--- src/rtl/fpcop_pkg.sv ---
package fpcop_pkg;

  typedef enum logic [1:0] {
    RD_NONE = 2'd0,
    RD_STAT = 2'd1,
    RD_LOW  = 2'd2,
    RD_ACC  = 2'd3
  } rdKind_e;

  localparam logic [2:0] OP_LOAD = 3'd1;
  localparam logic [2:0] OP_NEG  = 3'd2;
  localparam logic [2:0] OP_ABS  = 3'd3;
  localparam logic [2:0] OP_INT  = 3'd2;

  typedef struct packed {
    logic     wrStatus;
    logic     wrLow;
    logic     wrAcc;
    logic     ldLow;
    logic     capture;
    logic     commit;
    logic     accSel;
    logic [2:0] op;
    rdKind_e  rdKind;
  } ctl_t;

  // single -> double: rebias exponent, zero-fill low fraction
  function automatic logic [63:0] sglToDbl(input logic [31:0] w);
    logic [10:0] e;
    if (w[30:23] == 8'd0)        e = 11'd0;
    else if (w[30:23] == 8'hFF)  e = 11'h7FF;
    else                         e = {3'b000, w[30:23]} + 11'd896;
    return {w[31], e, w[22:0], 29'd0};
  endfunction

  // double -> single: rebias, truncate, clamp out-of-range
  function automatic logic [31:0] dblToSgl(input logic [63:0] d);
    logic [10:0] e;
    logic [10:0] eb;
    e  = d[62:52];
    eb = e - 11'd896;
    if (e == 11'd0)            return {d[63], 8'd0, d[51:29]};
    else if (e == 11'h7FF)     return {d[63], 8'hFF, d[51:29]};
    else if (e >= 11'd1151)    return {d[63], 8'hFF, 23'd0};
    else if (e <= 11'd896)     return {d[63], 31'd0};
    else                       return {d[63], eb[7:0], d[51:29]};
  endfunction

endpackage

--- src/rtl/fpcop_ctrl.sv ---
module fpcop_ctrl
  import fpcop_pkg::*;
(
  input  logic       clk,
  input  logic       rstN,
  input  logic       acc,
  input  logic       wr,
  input  logic [3:0] regNum,
  input  logic       active,
  input  logic       longMode,
  input  logic       opDone,
  output ctl_t       ctl,
  output logic       stall,
  output logic       opStart,
  output logic [2:0] opCode,
  output logic       opSel
);

  logic       busy;
  logic       startQ;
  logic [2:0] pendOp;
  logic       pendSel;
  logic       go;
  logic [2:0] op;

  assign go = acc && !busy;
  assign op = regNum[3:1];

  always_comb begin
    ctl        = '0;
    ctl.rdKind = RD_NONE;
    ctl.op     = op;
    ctl.accSel = busy ? pendSel : regNum[0];
    ctl.commit = busy && opDone;
    if (go) begin
      if (regNum == 4'd0) begin
        if (wr) ctl.wrStatus = 1'b1;
        else    ctl.rdKind   = RD_STAT;
      end else if (active) begin
        if (wr) begin
          if (regNum == 4'd1)      ctl.wrLow   = 1'b1;
          else if (op == OP_LOAD)  ctl.wrAcc   = 1'b1;
          else                     ctl.capture = 1'b1;
        end else begin
          if (regNum == 4'd1) ctl.rdKind = RD_LOW;
          else if (op <= OP_ABS) begin
            ctl.rdKind = RD_ACC;
            ctl.ldLow  = longMode;
          end
        end
      end
    end
  end

  always_ff @(posedge clk) begin
    if (!rstN) begin
      busy    <= 1'b0;
      startQ  <= 1'b0;
      pendOp  <= 3'd0;
      pendSel <= 1'b0;
    end else begin
      startQ <= ctl.capture;
      if (ctl.capture) begin
        busy    <= 1'b1;
        pendOp  <= op;
        pendSel <= regNum[0];
      end else if (ctl.commit) begin
        busy <= 1'b0;
      end
    end
  end

  assign stall   = busy;
  assign opStart = startQ;
  assign opCode  = pendOp;
  assign opSel   = pendSel;

  // start is a single-cycle pulse
  a_r9_start_pulse: assert property (@(posedge clk) disable iff (!rstN)
    opStart |=> !opStart);
  // start is always covered by stall
  a_r10_stall_with_start: assert property (@(posedge clk) disable iff (!rstN)
    opStart |-> stall);
  // done releases the stall on the next cycle
  a_r10_release: assert property (@(posedge clk) disable iff (!rstN)
    (stall && opDone) |=> !stall);
  // nothing accepted while stalled
  a_r10_no_accept: assert property (@(posedge clk) disable iff (!rstN)
    stall |-> !(ctl.wrAcc || ctl.wrLow || ctl.wrStatus || ctl.capture));

endmodule

--- src/rtl/fpcop_dp.sv ---
module fpcop_dp
  import fpcop_pkg::*;
#(
  parameter int          EN_BIT   = 1,
  parameter int          MODE_BIT = 12,
  parameter int          SEL_LSB  = 8,
  parameter int          SEL_W    = 3,
  parameter logic [2:0]  UNIT_ID  = 3'd1,
  parameter int          NUM_ACC  = 2
)(
  input  logic        clk,
  input  logic        rstN,
  input  ctl_t        ctl,
  input  logic [31:0] wrData,
  input  logic [63:0] opResult,
  output logic        active,
  output logic        longMode,
  output logic [31:0] rdData,
  output logic        ccN,
  output logic        ccZ,
  output logic        ccV,
  output logic        ccC,
  output logic [63:0] opA,
  output logic [63:0] opB
);

  localparam int SEL_MSB = SEL_LSB + SEL_W - 1;

  logic [31:0] statusR;
  logic [31:0] lowR;
  logic [63:0] accR [NUM_ACC];
  logic [63:0] accV;
  logic [63:0] rdRes;
  logic [31:0] view;
  logic [63:0] wrDbl;
  logic [63:0] intOp;

  assign active   = statusR[EN_BIT] && (statusR[SEL_MSB:SEL_LSB] == UNIT_ID);
  assign longMode = statusR[MODE_BIT];

  assign wrDbl = longMode ? {wrData, lowR} : sglToDbl(wrData);
  assign intOp = longMode ? {wrData, lowR} : {{32{wrData[31]}}, wrData};

  always_ff @(posedge clk) begin
    if (!rstN) begin
      statusR <= '0;
      lowR    <= '0;
      opA     <= '0;
      opB     <= '0;
    end else begin
      if (ctl.wrStatus) statusR <= wrData;
      if (ctl.wrLow)    lowR    <= wrData;
      else if (ctl.ldLow) lowR  <= rdRes[31:0];
      if (ctl.capture) begin
        opA <= accV;
        opB <= (ctl.op == OP_INT) ? intOp : wrDbl;
      end
    end
  end

  for (genvar i = 0; i < NUM_ACC; i++) begin : g_acc
    always_ff @(posedge clk) begin
      if (!rstN)
        accR[i] <= '0;
      else if ((ctl.wrAcc || ctl.commit) && (int'(ctl.accSel) == i))
        accR[i] <= ctl.commit ? opResult : wrDbl;
    end
  end

  assign accV = accR[ctl.accSel];

  always_comb begin
    unique case (ctl.op)
      OP_NEG:  rdRes = {~accV[63], accV[62:0]};
      OP_ABS:  rdRes = {1'b0, accV[62:0]};
      default: rdRes = accV;
    endcase
  end

  assign view = longMode ? rdRes[63:32] : dblToSgl(rdRes);

  always_comb begin
    rdData = '0;
    ccN    = 1'b0;
    ccZ    = 1'b0;
    ccC    = 1'b0;
    unique case (ctl.rdKind)
      RD_STAT: rdData = statusR;
      RD_LOW:  rdData = lowR;
      RD_ACC: begin
        rdData = view;
        ccN    = view[31];
        ccZ    = (view == 32'd0) && (!longMode || rdRes[31:0] == 32'd0);
        ccC    = longMode ? (rdRes[62:52] == 11'h7FF) : (view[30:23] == 8'hFF);
      end
      default: rdData = '0;
    endcase
  end

  assign ccV = 1'b0;

  // a long accumulator read leaves its low word in the staging register
  a_r6_low_side_effect: assert property (@(posedge clk) disable iff (!rstN)
    ctl.ldLow |=> lowR == $past(rdRes[31:0]));
  // engine result lands in the selected accumulator
  a_r10_commit: assert property (@(posedge clk) disable iff (!rstN)
    ctl.commit |=> accR[$past(ctl.accSel)] == $past(opResult));
  // negate/abs reads leave the accumulators alone
  a_r7_read_no_modify: assert property (@(posedge clk) disable iff (!rstN)
    (ctl.rdKind == RD_ACC && !ctl.commit) |=> $stable(accR[0]) && $stable(accR[1]));

endmodule

--- src/rtl/fpcop_regport.sv ---
module fpcop_regport
  import fpcop_pkg::*;
#(
  parameter int         EN_BIT   = 1,
  parameter int         MODE_BIT = 12,
  parameter int         SEL_LSB  = 8,
  parameter logic [2:0] UNIT_ID  = 3'd1
)(
  input  logic        clk,
  input  logic        rstN,
  input  logic        acc,
  input  logic        wr,
  input  logic [3:0]  regNum,
  input  logic [31:0] wrData,
  output logic [31:0] rdData,
  output logic        ccN,
  output logic        ccZ,
  output logic        ccV,
  output logic        ccC,
  output logic        stall,
  output logic        opStart,
  output logic [2:0]  opCode,
  output logic        opSel,
  output logic [63:0] opA,
  output logic [63:0] opB,
  input  logic        opDone,
  input  logic [63:0] opResult
);

  ctl_t ctl;
  logic active;
  logic longMode;

  fpcop_ctrl u_ctrl (
    .clk(clk), .rstN(rstN), .acc(acc), .wr(wr), .regNum(regNum),
    .active(active), .longMode(longMode), .opDone(opDone),
    .ctl(ctl), .stall(stall), .opStart(opStart), .opCode(opCode), .opSel(opSel)
  );

  fpcop_dp #(
    .EN_BIT(EN_BIT), .MODE_BIT(MODE_BIT), .SEL_LSB(SEL_LSB), .SEL_W(3),
    .UNIT_ID(UNIT_ID), .NUM_ACC(2)
  ) u_dp (
    .clk(clk), .rstN(rstN), .ctl(ctl), .wrData(wrData), .opResult(opResult),
    .active(active), .longMode(longMode), .rdData(rdData),
    .ccN(ccN), .ccZ(ccZ), .ccV(ccV), .ccC(ccC), .opA(opA), .opB(opB)
  );

  // inactive unit returns zero on every register but status
  a_r3_inactive_zero: assert property (@(posedge clk) disable iff (!rstN)
    (acc && !wr && !stall && !active && regNum != 4'd0) |-> rdData == 32'd0);
  // overflow flag never set
  a_r8_v_clear: assert property (@(posedge clk) disable iff (!rstN)
    acc |-> !ccV);

endmodule

--- config.mk ---
export PLATFORM = sky130hd
export DESIGN_NAME = fpcop_regport
export DESIGN_NICKNAME = d
export VERILOG_FILES = /design/src/rtl/fpcop_pkg.sv /design/src/rtl/fpcop_ctrl.sv /design/src/rtl/fpcop_dp.sv /design/src/rtl/fpcop_regport.sv
export SDC_FILE = /design/constraint.sdc
export NUM_CORES = 1
export LEC_CHECK = 0
export BUFFER_PORTS_ARGS = -buffer_cell sky130_fd_sc_hd__buf_2
export CORE_AREA = 2 2 170 172
export CTS_CLUSTER_DIAMETER = 40
export CTS_CLUSTER_SIZE = 14
export DETAILED_ROUTE_END_ITERATION = 7
export DIE_AREA = 0 0 172 174
export PLACE_DENSITY = 0.79
export SLEW_MARGIN = 20
export SYNTH_ARGS = -nofsm -noshare
export SYNTH_HDL_FRONTEND = slang
export SYNTH_HIERARCHICAL = 1
export SYNTH_SLANG_ARGS = --single-unit
--- constraint.sdc ---
create_clock -name clk -period 7.85 [get_ports clk]
set_input_delay 0.3925 -clock clk [delete_from_list [all_inputs] [get_ports clk]]
set_output_delay 0.3925 -clock clk [all_outputs]
set_load 0.01 [all_outputs]
==> results of run 1 <==
## per-layer routing
metal / vias to the layer above / track usage [%]
li1: 6350 / -
met2: 991 / 52.1
met3: 180 / 7.01
met4: 0 / 17.6
met1: 6811 / 50.8
met5: - / 0
## state kept, by name (all words and copies together) (netlist names)
register / cells
u_dp/opA: 64
u_ctrl/stall: 1
u_ctrl/opStart: 1
u_dp/accR: 128
u_dp/statusR: 32
u_ctrl/opCode: 3
u_dp/opB: 64
u_ctrl/opSel: 1
u_dp/lowR: 32
## critical path, delay by kind of cell, from the launching register on
family          cells  cell delay [ps]
simple gates        3             1370
mux                 2             1420
buf+inv             2              900
compound gates      1              680
flops               1              420
## cells by family (layout without fill, tap and decap cells)
group | count (synthesis) | in the layout
flops | 326 | 326
compound gates | 507 | 507
other cells | 1 | 3
buf+inv | 173 | 391
simple gates | 509 | 509
mux | 137 | 137
## stage by stage
step / worst slack, ps / instances / util (%) / power [uW]
6_report: 2120 / 2257 / 65.2 / 4060
5_1_grt: 1940 / 2257 / 65.2 / 4160
3_5_place_dp: 2690 / 2173 / 59.8 / 2050
2_1_floorplan: 1060 / 1653 / - / 1950
3_3_place_gp: 2800 / 2173 / 59.8 / 2050
4_1_cts: 2180 / 2255 / 65.2 / 4060
## power by group through the flow
stage,sequential [uW],combinational (uW),clock (uW)
floorplan,1820,121,0
global placement,1820,225,0
detailed placement,1820,226,0
CTS,1790,227,2040
global route,1790,244,2120
finish,1790,236,2040
## cells in the final DEF, fill, tap and decap left out, types with 4 or more instances in the layout
cell type / count
buf_2: 272
nor2_1: 240
dfxtp_1: 197
a21oi_1: 158
mux2i_1: 133
edfxtp_1: 128
nand2_1: 121
o21ai_0: 100
nor2b_1: 69
a22oi_1: 66
o211a_1: 63
clkbuf_16: 47
a211oi_1: 34
nor3_1: 23
o31ai_1: 21
buf_4: 18
inv_1: 18
o22ai_1: 18
nand4_1: 15
a31oi_1: 15
clkinv_2: 7
clkbuf_1: 7
nand3_1: 7
o2bb2ai_1: 7
nor4_1: 6
bufinv_16: 4
clkinvlp_4: 4
inv_6: 4
o21ai_1: 4
## path summary, 6_finish.rpt
path	from	to	slack, ps	cells after the start
setup / recovery	u_ctrl/stall	rdData[1]	2120	8
hold / removal	regNum[0]	u_ctrl/opSel	170	3
setup reg to reg	u_dp/statusR[1]	u_dp/opB[60]	4000	8
hold reg to reg	u_ctrl/opCode[0]	u_ctrl/opCode[0]	460	2
## cell type report
class	count	area [sq um]	area share (%)
Antenna cell	2	5.00	0.0272
Multi-Input combinational cell	1154	7020	38.1
Inverter	18	67.6	0.367
Clock inverter	27	305	1.66
Timing Repair Buffer	291	1520	8.23
Clock buffer	55	1220	6.60
Tap cell	384	480	2.61
Sequential cell	326	7810	42.4
==> impl_metrics.env, run 1 <==
export IMPL_synthMuxAreaShare_pct=8.89
export IMPL_start_util_pct=54.9
export IMPL_hold_violations=0
export IMPL_num_rows=62
export IMPL_numCtsBuffers=44
export IMPL_die_width_um=172
export IMPL_ios=275
export IMPL_status="finished clean"
export IMPL_synthAdderAreaFrac_pct=0
export IMPL_crit_path_cell_trace="mux2_4, buf_4, mux2i_2, nor3b_1, or3_4, nand4_1, o31ai_1, buf_2"
export IMPL_worstPathArrival_ps=5340
export IMPL_switching_share_pct=23.7
export IMPL_maxCapViolCount=0
export IMPL_syn_avg_cell_area_sq_um=9.39
export IMPL_gp_congestion=0.961
export IMPL_clkPwrFrac_pct=50.1
export IMPL_synthSimpleGateAreaFrac_pct=14.7
export IMPL_postCtsHoldBufs=0
export IMPL_cts_root_buf="clkbuf_16"
export IMPL_post_synth_top_area_cell="dfxtp_1"
export IMPL_fin_skew_ps=27.1
export IMPL_yosys_register_bits=326
export IMPL_worst_pin_slew_ps=1150
export IMPL_powerDensity_mw_per_mm2=220
export IMPL_critical_path_class="flip-flop to output pin"
export IMPL_yosysTopAreaCellShare_pct=25.5
export IMPL_postPlaceCellArea_sq_mm=0.0169
export IMPL_post_cts_resized=0
export IMPL_viasPerCell=6.35
export IMPL_seq_area_frac_synth_pct=50.3
export IMPL_async_reset_ff_share_pct=0
export IMPL_hold_class="primary input to flip-flop"
export IMPL_post_route_period_util_pct=73.0
export IMPL_final_area_sq_mm=0.0184
export IMPL_grt_setup_unrepaired="false"
export IMPL_ys_warn_count=6
export IMPL_vias=14300
export IMPL_grt_util_all_layers_pct=35.7
export IMPL_drtIter0Drc=2494
export IMPL_post_drt_wl_per_cell_um=24.4
export IMPL_combPwrFrac_pct=5.8
export IMPL_htreeDepth=2
export IMPL_synth_ff_type="dfxtp_1"
export IMPL_dr_pass1_iters=7
export IMPL_grt_pass1_vias=13100
export IMPL_slew_headroom_pct=23.3
export IMPL_clkSlewWorstSetupHoldPaths_ps=50
export IMPL_grt_ovfl_total=0
export IMPL_grt_max_degree=227
export IMPL_fin_crit_ps=5730
export IMPL_netlist_top_cells_area="dfxtp_1 (26%), edfxtp_1 (25%), mux2i_1 (8.6%), nor2_1 (5.9%), a21oi_1 (5.1%)"
export IMPL_crit_fanout=44
export IMPL_met1_length_mm=22.1
export IMPL_drv_slew=0
export IMPL_hold_slack_ps=170
export IMPL_power_net_switching_uw=963
export IMPL_crit_required_ps=7460
export IMPL_route_detailed_drc=0
export IMPL_timing_critical_path_from_type="flip-flop"
export IMPL_fin_tns_setup_ps=0
export IMPL_yosysMostFrequentCell="nor2_1"
export IMPL_drive_gt1_share_pct=20.9
export IMPL_place_hpwl_mm=36.7
export IMPL_synth_edf_count=128
export IMPL_cts_buffer_depth=3
export IMPL_core_area_sq_mm=0.0282
export IMPL_drt_wl_total_mm=55.1
export IMPL_syn_to_final_growth_pct=18.7
export IMPL_finalNetCount=1940
export IMPL_portBuffers=273
export IMPL_endpoint_kind="output pin"
export IMPL_synth_top_family_by_area="compound AO/OA/AOI/OAI gates"
export IMPL_synth_cell_types=59
export IMPL_internal_power_uw=3100
export IMPL_setup_violations_final=0
export IMPL_cts_setup_buffers=0
export IMPL_insertion_delay_ps=540
export IMPL_ant_nets=0
export IMPL_synth_compound_area_share_pct=21.3
export IMPL_wl_met2_mm=24.0
export IMPL_highest_layer="met4"
export IMPL_synthTopCellsByCount="nor2_1 (244), dfxtp_1 (198), a21oi_1 (158)"
export IMPL_peakVddDrop_uv=155
export IMPL_antenna_found_initial=2
export IMPL_cts_tree="yes"
export IMPL_cpPeakStageDelay_ps=850
export IMPL_cellLeakagePower_uw=0.00752
export IMPL_grt_pass1_wl_mm=80.8
export IMPL_num_fill_cells=2338
export IMPL_max_freq_ghz=0.174
export IMPL_syn_inst=1653
export IMPL_p_seq_share_pct=44.1
export IMPL_synthesis_nets=1758
export IMPL_synth_xor_area_share_pct=0
export IMPL_cp_slowest_cell="nand4_1"
export IMPL_wl_met3_mm=6.18
export IMPL_cts_sinks=326
export IMPL_die_y_um=174
export IMPL_dieArea_sq_mm=0.0299
export IMPL_netlist_area_sq_mm=0.0155
(Power assumes the default switching activity.)
==> inputs of run 2 (changes only) <==
==> constraint.sdc (replaced) <==
create_clock -name clk -period 5.4 [get_ports clk]
set_input_delay 0.27 -clock clk [delete_from_list [all_inputs] [get_ports clk]]
set_output_delay 0.27 -clock clk [all_outputs]
set_load 0.01 [all_outputs]
==> run 2 against run 1 <==
Against the previous run:
- cell count hardly changed
- non-clock buffer count increased by 6
- clock-buffer cell count decreased by 7
- total power up 43%
- die area did not move
- combinational power rose by 44%
- core utilization is 0.18 points lower
- critical path depth rose by 1
- register-to-register slack got worse by 1700 ps
==> impl_metrics.env, run 2 (synthesis results as in run 1) <==
export IMPL_largest_register="u_dp/accR"
export IMPL_post_route_period_util_pct=90.4
export IMPL_grt_pass1_wl_mm=80.0
export IMPL_worstPathArrival_ps=4610
export IMPL_postCtsHoldBufs=0
export IMPL_place_hpwl_mm=36.2
export IMPL_ant_nets=0
export IMPL_place_ws_ps=1180
export IMPL_status="finished clean"
export IMPL_drt_wl_total_mm=54.1
export IMPL_core_area_sq_mm=0.0282
export IMPL_layout_commonest_cell="buf_2"
export IMPL_postPlaceCellArea_sq_mm=0.0169
export IMPL_final_cell_mix="buf_2 (272), nor2_1 (240), dfxtp_1 (197)"
export IMPL_grt_setup_unrepaired="false"
export IMPL_cts_sinks=326
export IMPL_clkSlewWorstSetupHoldPaths_ps=60
export IMPL_fin_tns_setup_ps=0
export IMPL_timing_critical_path_from_type="flip-flop"
export IMPL_maxCapViolCount=0
export IMPL_crit_fanout=45
export IMPL_finalWorstSetupSlack_ps=517
export IMPL_grt_ovfl_total=0
export IMPL_peakVddDrop_uv=247
export IMPL_num_rows=62
export IMPL_htreeDepth=2
export IMPL_setup_violations_final=0
export IMPL_grt_util_all_layers_pct=35.4
export IMPL_reg_top3="u_dp/accR: 128 flops, u_dp/opA: 64 flops, u_dp/opB: 64 flops"
export IMPL_worst_pin_slew_ps=1150
export IMPL_hold_violations=0
export IMPL_finalNetCount=1945
export IMPL_drtIter0Drc=2303
export IMPL_antenna_found_initial=3
export IMPL_vias=14400
export IMPL_die_width_um=172
export IMPL_grt_pass1_vias=13200
export IMPL_fin_skew_ps=20.0
export IMPL_dieArea_sq_mm=0.0299
export IMPL_cts_tree="yes"
export IMPL_cts_buffer_depth=3
export IMPL_hold_class="primary input to flip-flop"
export IMPL_fin_crit_ps=4880
export IMPL_max_freq_ghz=0.205
export IMPL_grt_max_degree=128
export IMPL_route_detailed_drc=0
export IMPL_insertion_delay_ps=540
export IMPL_post_drt_wl_per_cell_um=24.0
export IMPL_critical_path_class="flip-flop to output pin"
export IMPL_post_cts_resized=0
export IMPL_syn_to_final_growth_pct=18.4
export IMPL_dr_pass1_iters=5
export IMPL_slew_headroom_pct=23.2
export IMPL_crit_required_ps=5130
export IMPL_die_y_um=174
export IMPL_numCtsBuffers=43
export IMPL_ios=275
export IMPL_gp_congestion=0.948
export IMPL_final_area_sq_mm=0.0184
export IMPL_cts_setup_buffers=0
export IMPL_cellLeakagePower_uw=0.00752
export IMPL_largest_reg_flops=128
export IMPL_drv_slew=0
export IMPL_powerDensity_mw_per_mm2=316
export IMPL_cts_root_buf="clkbuf_16"
export IMPL_endpoint_kind="output pin"
export IMPL_portBuffers=273
export IMPL_start_util_pct=54.9
export IMPL_viasPerCell=6.37
export IMPL_drive_gt1_share_pct=21.0
[run 2: cell types whose count changed in the layout (fill, tap and decap cells not counted), sizes merged]
cell,change
clkbuf,-7
buf,+6
clkinv,+3
clkinvlp,-2
bufinv,+1
[run 2: worst paths after layout]
kind	startpoint	end	slack, ps	cells after the start
worst max-delay path	u_ctrl/stall	ccZ	520	9
worst min register to register	u_ctrl/opCode[0]	u_ctrl/opCode[0]	460	2
worst min-delay path	regNum[0]	u_ctrl/opSel	30	3
worst max register to register	u_dp/statusR[8]	u_dp/accR[0][28]	2260	9
[run 2: cell type report]
| class | instances | area (sq um) |
|---|---|---|
| Clock inverter | 29 | 329 |
| Fill cell | 2319 | 9870 |
| Tap cell | 384 | 480 |
| Multi-Input combinational cell | 1154 | 7010 |
| Clock buffer | 48 | 1100 |
| Antenna cell | 2 | 5.00 |
| Inverter | 18 | 67.6 |
| Timing Repair Buffer | 297 | 1560 |
| Sequential cell | 326 | 7810 |
[run 2: per-stage QoR]
step | hold slack [ps] | util (%) | total power (uW) | std cells
after global placement | 441 | 60.0 | 2980 | 2179
final | 26.0 | 65.1 | 5800 | 2258
after detailed placement | 454 | 60.0 | 2980 | 2179
after floorplan | 412 | - | 2830 | 1653
after CTS | 19.3 | 65.0 | 5790 | 2256
after global routing | 34.4 | 65.1 | 5930 | 2258
[run 2: critical path: stages, from the launching register on]
cell	delay (ps)
dfxtp_1	430
mux2_4	600
buf_4	770
mux2i_1	700
nand4_1	190
nor4_1	350
a31oi_1	210
a311o_1	320
nor4_2	250
buf_2	210
[run 2: power breakdown]
group | switching [uW] | leakage, uW | internal (uW)
registers | 14.7 | 0.00292 | 2590
clock network | 1130 | 0.000703 | 1740
logic | 243 | 0.00390 | 97.5
[run 2: per-layer routing]
layer  wire [um]  vias up  GRT usage (%)  share of wire [%]
li1            -     6369              -                  -
met1       21300     6863           49.1                 39
met2       23700     1008           52.6                 44
met3        6060      150           6.90                 11
met4        3090        0           18.2                5.7
met5           0        -              0                  0
